**src/rtl/logic_seq_pkg.sv**
```systemverilog
package logic_seq_pkg;
    localparam int BYTE_W    = 8;
    localparam int ADDR_W    = 2 * BYTE_W;
    localparam int NIB_W     = BYTE_W / 2;
    localparam int SLOTS     = 8;
    localparam int SEL_W     = $clog2(SLOTS);
    localparam logic [SEL_W-1:0] SEL_H = 3'd4;
    localparam logic [SEL_W-1:0] SEL_L = 3'd5;
    localparam logic [SEL_W-1:0] SEL_M = 3'd6;
    localparam logic [SEL_W-1:0] SEL_A = 3'd7;

    typedef enum logic [3:0] {
        K_NOP, K_AND, K_XOR, K_OR, K_CMP,
        K_RLC, K_RRC, K_RAL, K_RAR, K_CMA, K_STC, K_CMC
    } kind_e;

    typedef enum logic [1:0] {SRC_NONE, SRC_REG, SRC_MEM, SRC_IMM} src_e;

    typedef struct packed {
        kind_e            kind;
        src_e             src;
        logic [SEL_W-1:0] sel;
    } dec_t;

    typedef struct packed {
        logic s;
        logic z;
        logic ac;
        logic p;
        logic cy;
    } flags_t;

    typedef enum logic [2:0] {S_F1, S_F2, S_F3, S_F4, S_R1, S_R2, S_R3} state_e;
endpackage

```
**src/rtl/lu_decode.sv**
```systemverilog
module lu_decode
    import logic_seq_pkg::*;
(
    input  logic [BYTE_W-1:0] opcode,
    output dec_t              dec
);
    function automatic kind_e group_kind(input logic [1:0] g);
        unique case (g)
            2'b00:   return K_AND;
            2'b01:   return K_XOR;
            2'b10:   return K_OR;
            default: return K_CMP;
        endcase
    endfunction

    always_comb begin
        dec.kind = K_NOP;
        dec.src  = SRC_NONE;
        dec.sel  = opcode[2:0];
        if (opcode[7:5] == 3'b101) begin
            dec.kind = group_kind(opcode[4:3]);
            dec.src  = (opcode[2:0] == SEL_M) ? SRC_MEM : SRC_REG;
        end else if (opcode[7:5] == 3'b111 && opcode[2:0] == 3'b110) begin
            dec.kind = group_kind(opcode[4:3]);
            dec.src  = SRC_IMM;
        end else if (opcode[7:6] == 2'b00 && opcode[2:0] == 3'b111) begin
            unique case (opcode[5:3])
                3'd0:    dec.kind = K_RLC;
                3'd1:    dec.kind = K_RRC;
                3'd2:    dec.kind = K_RAL;
                3'd3:    dec.kind = K_RAR;
                3'd5:    dec.kind = K_CMA;
                3'd6:    dec.kind = K_STC;
                3'd7:    dec.kind = K_CMC;
                default: dec.kind = K_NOP;
            endcase
        end
    end
endmodule

```
**src/rtl/lu_alu.sv**
```systemverilog
module lu_alu
    import logic_seq_pkg::*;
(
    input  kind_e             kind,
    input  logic [BYTE_W-1:0] a,
    input  logic [BYTE_W-1:0] b,
    input  flags_t            f_in,
    output logic [BYTE_W-1:0] res,
    output logic              acc_we,
    output flags_t            f_out
);
    logic [BYTE_W:0] diff;
    assign diff = {1'b0, a} - {1'b0, b};

    function automatic flags_t bit_flags(input logic [BYTE_W-1:0] r, input logic ac);
        return '{s: r[BYTE_W-1], z: (r == '0), ac: ac, p: ~^r, cy: 1'b0};
    endfunction

    always_comb begin
        res    = a;
        acc_we = 1'b0;
        f_out  = f_in;
        unique case (kind)
            K_AND: begin res = a & b; acc_we = 1'b1; f_out = bit_flags(a & b, 1'b1); end
            K_XOR: begin res = a ^ b; acc_we = 1'b1; f_out = bit_flags(a ^ b, 1'b0); end
            K_OR:  begin res = a | b; acc_we = 1'b1; f_out = bit_flags(a | b, 1'b0); end
            K_CMP: f_out = '{s: diff[BYTE_W-1], z: (a == b), ac: (a[NIB_W-1:0] < b[NIB_W-1:0]),
                             p: ~^diff[BYTE_W-1:0], cy: diff[BYTE_W]};
            K_RLC: begin res = {a[BYTE_W-2:0], a[BYTE_W-1]}; acc_we = 1'b1; f_out.cy = a[BYTE_W-1]; end
            K_RRC: begin res = {a[0], a[BYTE_W-1:1]};        acc_we = 1'b1; f_out.cy = a[0]; end
            K_RAL: begin res = {a[BYTE_W-2:0], f_in.cy};     acc_we = 1'b1; f_out.cy = a[BYTE_W-1]; end
            K_RAR: begin res = {f_in.cy, a[BYTE_W-1:1]};     acc_we = 1'b1; f_out.cy = a[0]; end
            K_CMA: begin res = ~a; acc_we = 1'b1; end
            K_STC: f_out.cy = 1'b1;
            K_CMC: f_out.cy = ~f_in.cy;
            default: ;
        endcase
    end
endmodule

```
**src/rtl/lu_regfile.sv**
```systemverilog
module lu_regfile
    import logic_seq_pkg::*;
#(
    parameter logic [SLOTS*BYTE_W-1:0] RESET_IMAGE = '0
) (
    input  logic              clk,
    input  logic              rst,
    input  logic [SEL_W-1:0]  rd_sel,
    input  logic              acc_we,
    input  logic [BYTE_W-1:0] acc_wdata,
    output logic [BYTE_W-1:0] rd_data,
    output logic [BYTE_W-1:0] acc,
    output logic [BYTE_W-1:0] h_reg,
    output logic [BYTE_W-1:0] l_reg
);
    logic [BYTE_W-1:0] slot [SLOTS];

    for (genvar i = 0; i < SLOTS; i++) begin : g_slot
        if (i == int'(SEL_M)) begin : g_hole
            assign slot[i] = '0;
        end else if (i == int'(SEL_A)) begin : g_acc
            always_ff @(posedge clk) begin
                if (rst)         slot[i] <= RESET_IMAGE[i*BYTE_W +: BYTE_W];
                else if (acc_we) slot[i] <= acc_wdata;
            end
        end else begin : g_gpr
            always_ff @(posedge clk) begin
                if (rst) slot[i] <= RESET_IMAGE[i*BYTE_W +: BYTE_W];
            end
        end
    end

    assign rd_data = slot[rd_sel];
    assign acc     = slot[SEL_A];
    assign h_reg   = slot[SEL_H];
    assign l_reg   = slot[SEL_L];
endmodule

```
**src/rtl/logic_op_sequencer.sv**
```systemverilog
module logic_op_sequencer
    import logic_seq_pkg::*;
#(
    parameter int CNT_W = 32,
    parameter logic [SLOTS*BYTE_W-1:0] RESET_IMAGE = '0
) (
    input  logic              clk,
    input  logic              rst,
    input  logic [BYTE_W-1:0] mem_rdata,
    output logic [ADDR_W-1:0] mem_addr,
    output logic              mem_rd,
    output logic [BYTE_W-1:0] acc_o,
    output logic [4:0]        flags_o,
    output logic [ADDR_W-1:0] pc_o,
    output logic [CNT_W-1:0]  tstate_cnt,
    output logic              instr_done
);
    state_e            state_q, state_d;
    logic [ADDR_W-1:0] pc_q;
    logic [BYTE_W-1:0] opcode_q;
    flags_t            flags_q, alu_flags;
    logic [CNT_W-1:0]  cnt_q;
    dec_t              dec;
    logic [BYTE_W-1:0] rf_rd, acc, h_reg, l_reg, operand, alu_res;
    logic              alu_we, short_form;

    lu_decode u_decode (.opcode(opcode_q), .dec(dec));

    lu_regfile #(.RESET_IMAGE(RESET_IMAGE)) u_regfile (
        .clk(clk), .rst(rst), .rd_sel(dec.sel),
        .acc_we(alu_we && instr_done), .acc_wdata(alu_res),
        .rd_data(rf_rd), .acc(acc), .h_reg(h_reg), .l_reg(l_reg)
    );

    assign operand = (dec.src == SRC_REG) ? rf_rd : mem_rdata;

    lu_alu u_alu (
        .kind(dec.kind), .a(acc), .b(operand), .f_in(flags_q),
        .res(alu_res), .acc_we(alu_we), .f_out(alu_flags)
    );

    assign short_form = (dec.src == SRC_NONE) || (dec.src == SRC_REG);

    always_comb begin
        state_d = state_q;
        unique case (state_q)
            S_F1: state_d = S_F2;
            S_F2: state_d = S_F3;
            S_F3: state_d = S_F4;
            S_F4: state_d = short_form ? S_F1 : S_R1;
            S_R1: state_d = S_R2;
            S_R2: state_d = S_R3;
            S_R3: state_d = S_F1;
            default: state_d = S_F1;
        endcase
    end

    always_ff @(posedge clk) begin
        if (rst) begin
            state_q  <= S_F1;
            pc_q     <= '0;
            opcode_q <= '0;
            flags_q  <= '0;
            cnt_q    <= '0;
        end else begin
            state_q <= state_d;
            cnt_q   <= cnt_q + 1'b1;
            if (state_q == S_F3) begin
                opcode_q <= mem_rdata;
                pc_q     <= pc_q + 1'b1;
            end
            if (state_q == S_R3 && dec.src == SRC_IMM) pc_q <= pc_q + 1'b1;
            if (instr_done) flags_q <= alu_flags;
        end
    end

    always_comb begin
        mem_rd     = 1'b0;
        mem_addr   = pc_q;
        instr_done = 1'b0;
        unique case (state_q)
            S_F1: mem_rd = !rst;
            S_F4: instr_done = short_form && !rst;
            S_R1: begin
                mem_rd = !rst;
                if (dec.src == SRC_MEM) mem_addr = {h_reg, l_reg};
            end
            S_R3: instr_done = !rst;
            default: ;
        endcase
    end

    assign acc_o      = acc;
    assign flags_o    = flags_q;
    assign pc_o       = pc_q;
    assign tstate_cnt = cnt_q;

    // checker: position of the current state inside its instruction
    logic [2:0] pos_q;
    always_ff @(posedge clk) begin
        if (rst || state_d == S_F1) pos_q <= 3'd1;
        else                        pos_q <= pos_q + 3'd1;
    end

    p_strobe_single_r11: assert property (@(posedge clk) disable iff (rst)
        mem_rd |=> !mem_rd);
    p_short_len_r2: assert property (@(posedge clk) disable iff (rst)
        (instr_done && short_form) |-> (pos_q == 3'd4));
    p_long_len_r4: assert property (@(posedge clk) disable iff (rst)
        (instr_done && !short_form) |-> (pos_q == 3'd7));
    p_fetch_step_r2: assert property (@(posedge clk) disable iff (rst)
        (state_q == S_F3) |=> (pc_q == $past(pc_q) + 1'b1));
    p_cmp_keeps_acc_r7: assert property (@(posedge clk) disable iff (rst)
        (instr_done && dec.kind == K_CMP) |=> $stable(acc_o));
    p_rot_flags_r8: assert property (@(posedge clk) disable iff (rst)
        (instr_done && (dec.kind == K_RLC || dec.kind == K_RRC ||
                        dec.kind == K_RAL || dec.kind == K_RAR)) |=> $stable(flags_o[4:1]));
endmodule

```
**config.mk**
```make
export PLATFORM = sky130hd
export DESIGN_NAME = logic_op_sequencer
export DESIGN_NICKNAME = d
export VERILOG_FILES = /design/src/rtl/logic_seq_pkg.sv /design/src/rtl/lu_decode.sv /design/src/rtl/lu_alu.sv /design/src/rtl/lu_regfile.sv /design/src/rtl/logic_op_sequencer.sv
export SDC_FILE = /design/constraint.sdc
export NUM_CORES = 1
export LEC_CHECK = 0
export BUFFER_PORTS_ARGS = -buffer_cell sky130_fd_sc_hd__clkbuf_2
export CELL_PAD_IN_SITES_DETAIL_PLACEMENT = 0
export CELL_PAD_IN_SITES_GLOBAL_PLACEMENT = 1
export CORE_ASPECT_RATIO = 1.4
export CORE_MARGIN = 2
export CORE_UTILIZATION = 43
export CTS_CLUSTER_DIAMETER = 120
export DETAILED_ROUTE_END_ITERATION = 8
export GPL_ROUTABILITY_DRIVEN = 0
export PLACE_DENSITY_LB_ADDON = 0.1
export SETUP_SLACK_MARGIN = 0.05
export SYNTH_ARGS = -nofsm -noshare
export SYNTH_HDL_FRONTEND = slang
export SYNTH_HIERARCHICAL = 1
export SYNTH_SLANG_ARGS = --single-unit
```
**constraint.sdc**
```tcl
create_clock -name clk -period 4.9 [get_ports clk]
set_input_delay 0.98 -clock clk [delete_from_list [all_inputs] [get_ports clk]]
set_output_delay 0.98 -clock clk [all_outputs]
set_load 0.05 [all_outputs]
```
==> impl_metrics.yaml <==
outcome:
  status: "finished clean"
clocking:
  clkSinkCount: 72
  cts_resized: 0
  worst_skew_pair.late_latency_ns: 0.33
  ctsHoldBuffers: 0
  clockRootBuffer: "clkbuf_16"
  clk_pin_slew_ns: 0.06
  numCtsBuffers: 9
  htreeDepth: 3
  post_cts_buffers: 0
  cts_tree: "yes"
  clockBufferDepth: 2
floorplanning:
  dieArea_sq_um: 13900
  coreArea_sq_um: 12800
  start_util_pct: 43.6
  fp.dieW_um: 100
  io_pins: 89
  die_y_um: 138
  core.rowCount: 49
timing:
  max_freq_ghz: 0.256
  maxSlewViolCount: 0
  period_share_pct: 79.8
  tightest_slew_ns: 1.03
  hold_violations: 0
  setup_tns_ns: 0
  maxSlewHeadroom_pct: 31.3
  fin_hold_ws_ns: 0.487
  setup-violations-final: 0
  finClkSkew_ns: 0.0122
  rsz0062_at_grt: "false"
  min_period_ns: 3.91
route:
  num_vias: 5258
  postRouteAntennaNets: 0
  vias_per_cell: 5.65
  drc: 0
  drt-initial-drc-count: 215
  wl_per_cell_um: 16.4
  routed_wl_mm: 15.2
  drt_first_pass_iters: 5
placed_design:
  placed_area_sq_um: 5990
  dp_hpwl_mm: 11.4
  port_buffers: 88
synth:
  synth_top_area_cell: "dfxtp_1"
  avgSynthCellArea_sq_um: 7.84
  async_reset_ff_share_pct: 0
  synth_area_leaders: "dfxtp_1 26%, ha_1 9.7%, a21oi_1 5.9%"
  ys.flop_type: "dfxtp_1"
  postSynthCellCount: 709
  synth_cell_types: 63
  ys_warn_count: 6
  syn_area_sq_um: 5560
  synth-edff-count: 0
  ys_seq_elements: 72
  yosysTopAreaCellShare_pct: 25.9
  ys_seq_area_share_pct: 25.9
pwr:
  cellLeakagePower_nw: 2.52
  power.density_nw_per_um2: 231
  vdd_ir_drop_max_mv: 0.160
grt:
  grt_overflow: 0
  grt_first_pass_wirelength_mm: 24.4
  antenna_found_initial: 0
  grt_pass1_vias: 4875
  grt_util_all_layers_pct: 22.0
  grt_max_degree: 53
cells_and_area:
  fin_nets: 826
  drive_gt1_share_pct: 17.8
  final_area_sq_um: 6310
  final_core_util_pct: 49.5
  diodes: 0
  final_cell_mix: "88 x clkbuf_2, 72 x dfxtp_1, 65 x a21oi_1"
  area_delta_synth_final_pct: 13.5
  final_common_cell: "clkbuf_2"
  fillers: 1318
setup_path:
  rr_worst_depth: 15
  cp.arrival_ns: 4.18
  r2r-end: "flags_o[1]"
  crit_type: "register to register"
  end_kind: "register"
  r2r_slack_ns: 0.99
  regToRegStartpoint: "opcode_q[0]"
  required_ns: 5.17
  cp_max_fo: 8
  critPathLaunchType: "register"
run:
  maxCapViolCount: 0
worst_hold_path:
  min_to: "tstate_cnt[31]"
  hp-start: "tstate_cnt[31]"
  hp-class: "register to register"
  hold_path_depth: 2
-- final cells by class --
cell class	count	area, sq um	area share (%)
repair buffers	96	500	7.93
clock inverters	7	93.8	1.49
clock buffers	9	225	3.57
well taps	153	191	3.04
inverters	49	184	2.92
multi-input cells	544	3670	58.2
flip-flops and latches	72	1440	22.9
-- power breakdown --
part           leakage, nW  internal [W]  switching, W  total (W)
clock network        0.152      0.000445      0.000258   0.000704
logic                 1.78     0.0000595     0.0000939   0.000153
registers            0.582      0.000593     0.0000102   0.000603
-- sequential cells by signal (all words and copies together) (netlist names) --
| signal | cells |
|---|---|
| flags_o | 5 |
| opcode_q | 8 |
| pc_o | 16 |
| state_q | 3 |
| tstate_cnt | 32 |
| u_regfile/acc | 8 |
-- cells by family after synthesis --
family	share of synthesized area [%]
muxes	7.79
other	0.0675
xor gates and xnor gates	6.55
DFF	25.9
adders and majority gates	10.0
AOI/OAI and AO/OA	18.8
buffers and inverters	9.23
and+or+nand+nor	21.6
-- synthesized netlist by cell type, types with 4 or more instances --
master and count:
o31ai_1 21, buf_2 10, or3_1 10, inv_1 49
o22ai_1 12, and2_1 11, mux2i_1 14, xnor2_1 33
buf_1 5, nor3b_1 4, a22o_1 6, nand3_1 19
xor2_1 6, mux2_2 17, ha_1 43, dfxtp_1 72
clkbuf_1 21, o21ai_0 30, mux2_1 9, or4_1 21
nor3_1 8, a21oi_1 65, a31oi_1 5, nor4_1 5
nand4_1 11, nand2_1 57, buf_4 19, nor2_1 64
nor2b_1 6
-- worst max-delay path: stages, from the launching register on --
cell,delay (ns)
dfxtp_1,0.32
nand3b_1,0.21
xnor2_1,0.15
nor2_1,0.24
nor2b_1,0.60
mux2_2,0.44
ha_1,0.21
fa_1,0.46
xnor2_1,0.19
xnor2_1,0.16
xnor2_1,0.16
xnor2_1,0.17
xnor3_1,0.24
o21ai_1,0.13
mux2i_1,0.08
nor2_1,0.08
-- worst max path at each step --
stage,endpoint,from,cells past startpoint,slack (ns)
detailed placement,flags_o[1],opcode_q[0],15,0.99
CTS,flags_o[1],opcode_q[0],15,0.97
global placement,flags_o[1],opcode_q[0],15,1.10
floorplan,flags_o[1],opcode_q[0],16,1.48
finish,flags_o[1],opcode_q[0],15,0.99
global route,flags_o[1],opcode_q[0],15,0.68
-- per-stage QoR --
step	setup WS, ns	total power (W)	std cells
2_1_floorplan	1.48	0.000744	724
3_3_place_gp	1.10	0.000766	914
3_5_place_dp	0.987	0.000768	914
4_1_cts	0.968	0.00148	930
5_1_grt	0.682	0.00153	930
6_report	0.990	0.00146	930
-- routing by layer --
metal | routed length (um) | global-route usage [%] | vias to the layer above
li1 | - | - | 2611
met1 | 6380 | 25.7 | 2491
met2 | 7780 | 38.9 | 126
met3 | 516 | 3.08 | 30
met4 | 541 | 10.1 | 0
met5 | 0 | 0 | -
(Power assumes the default switching activity.)
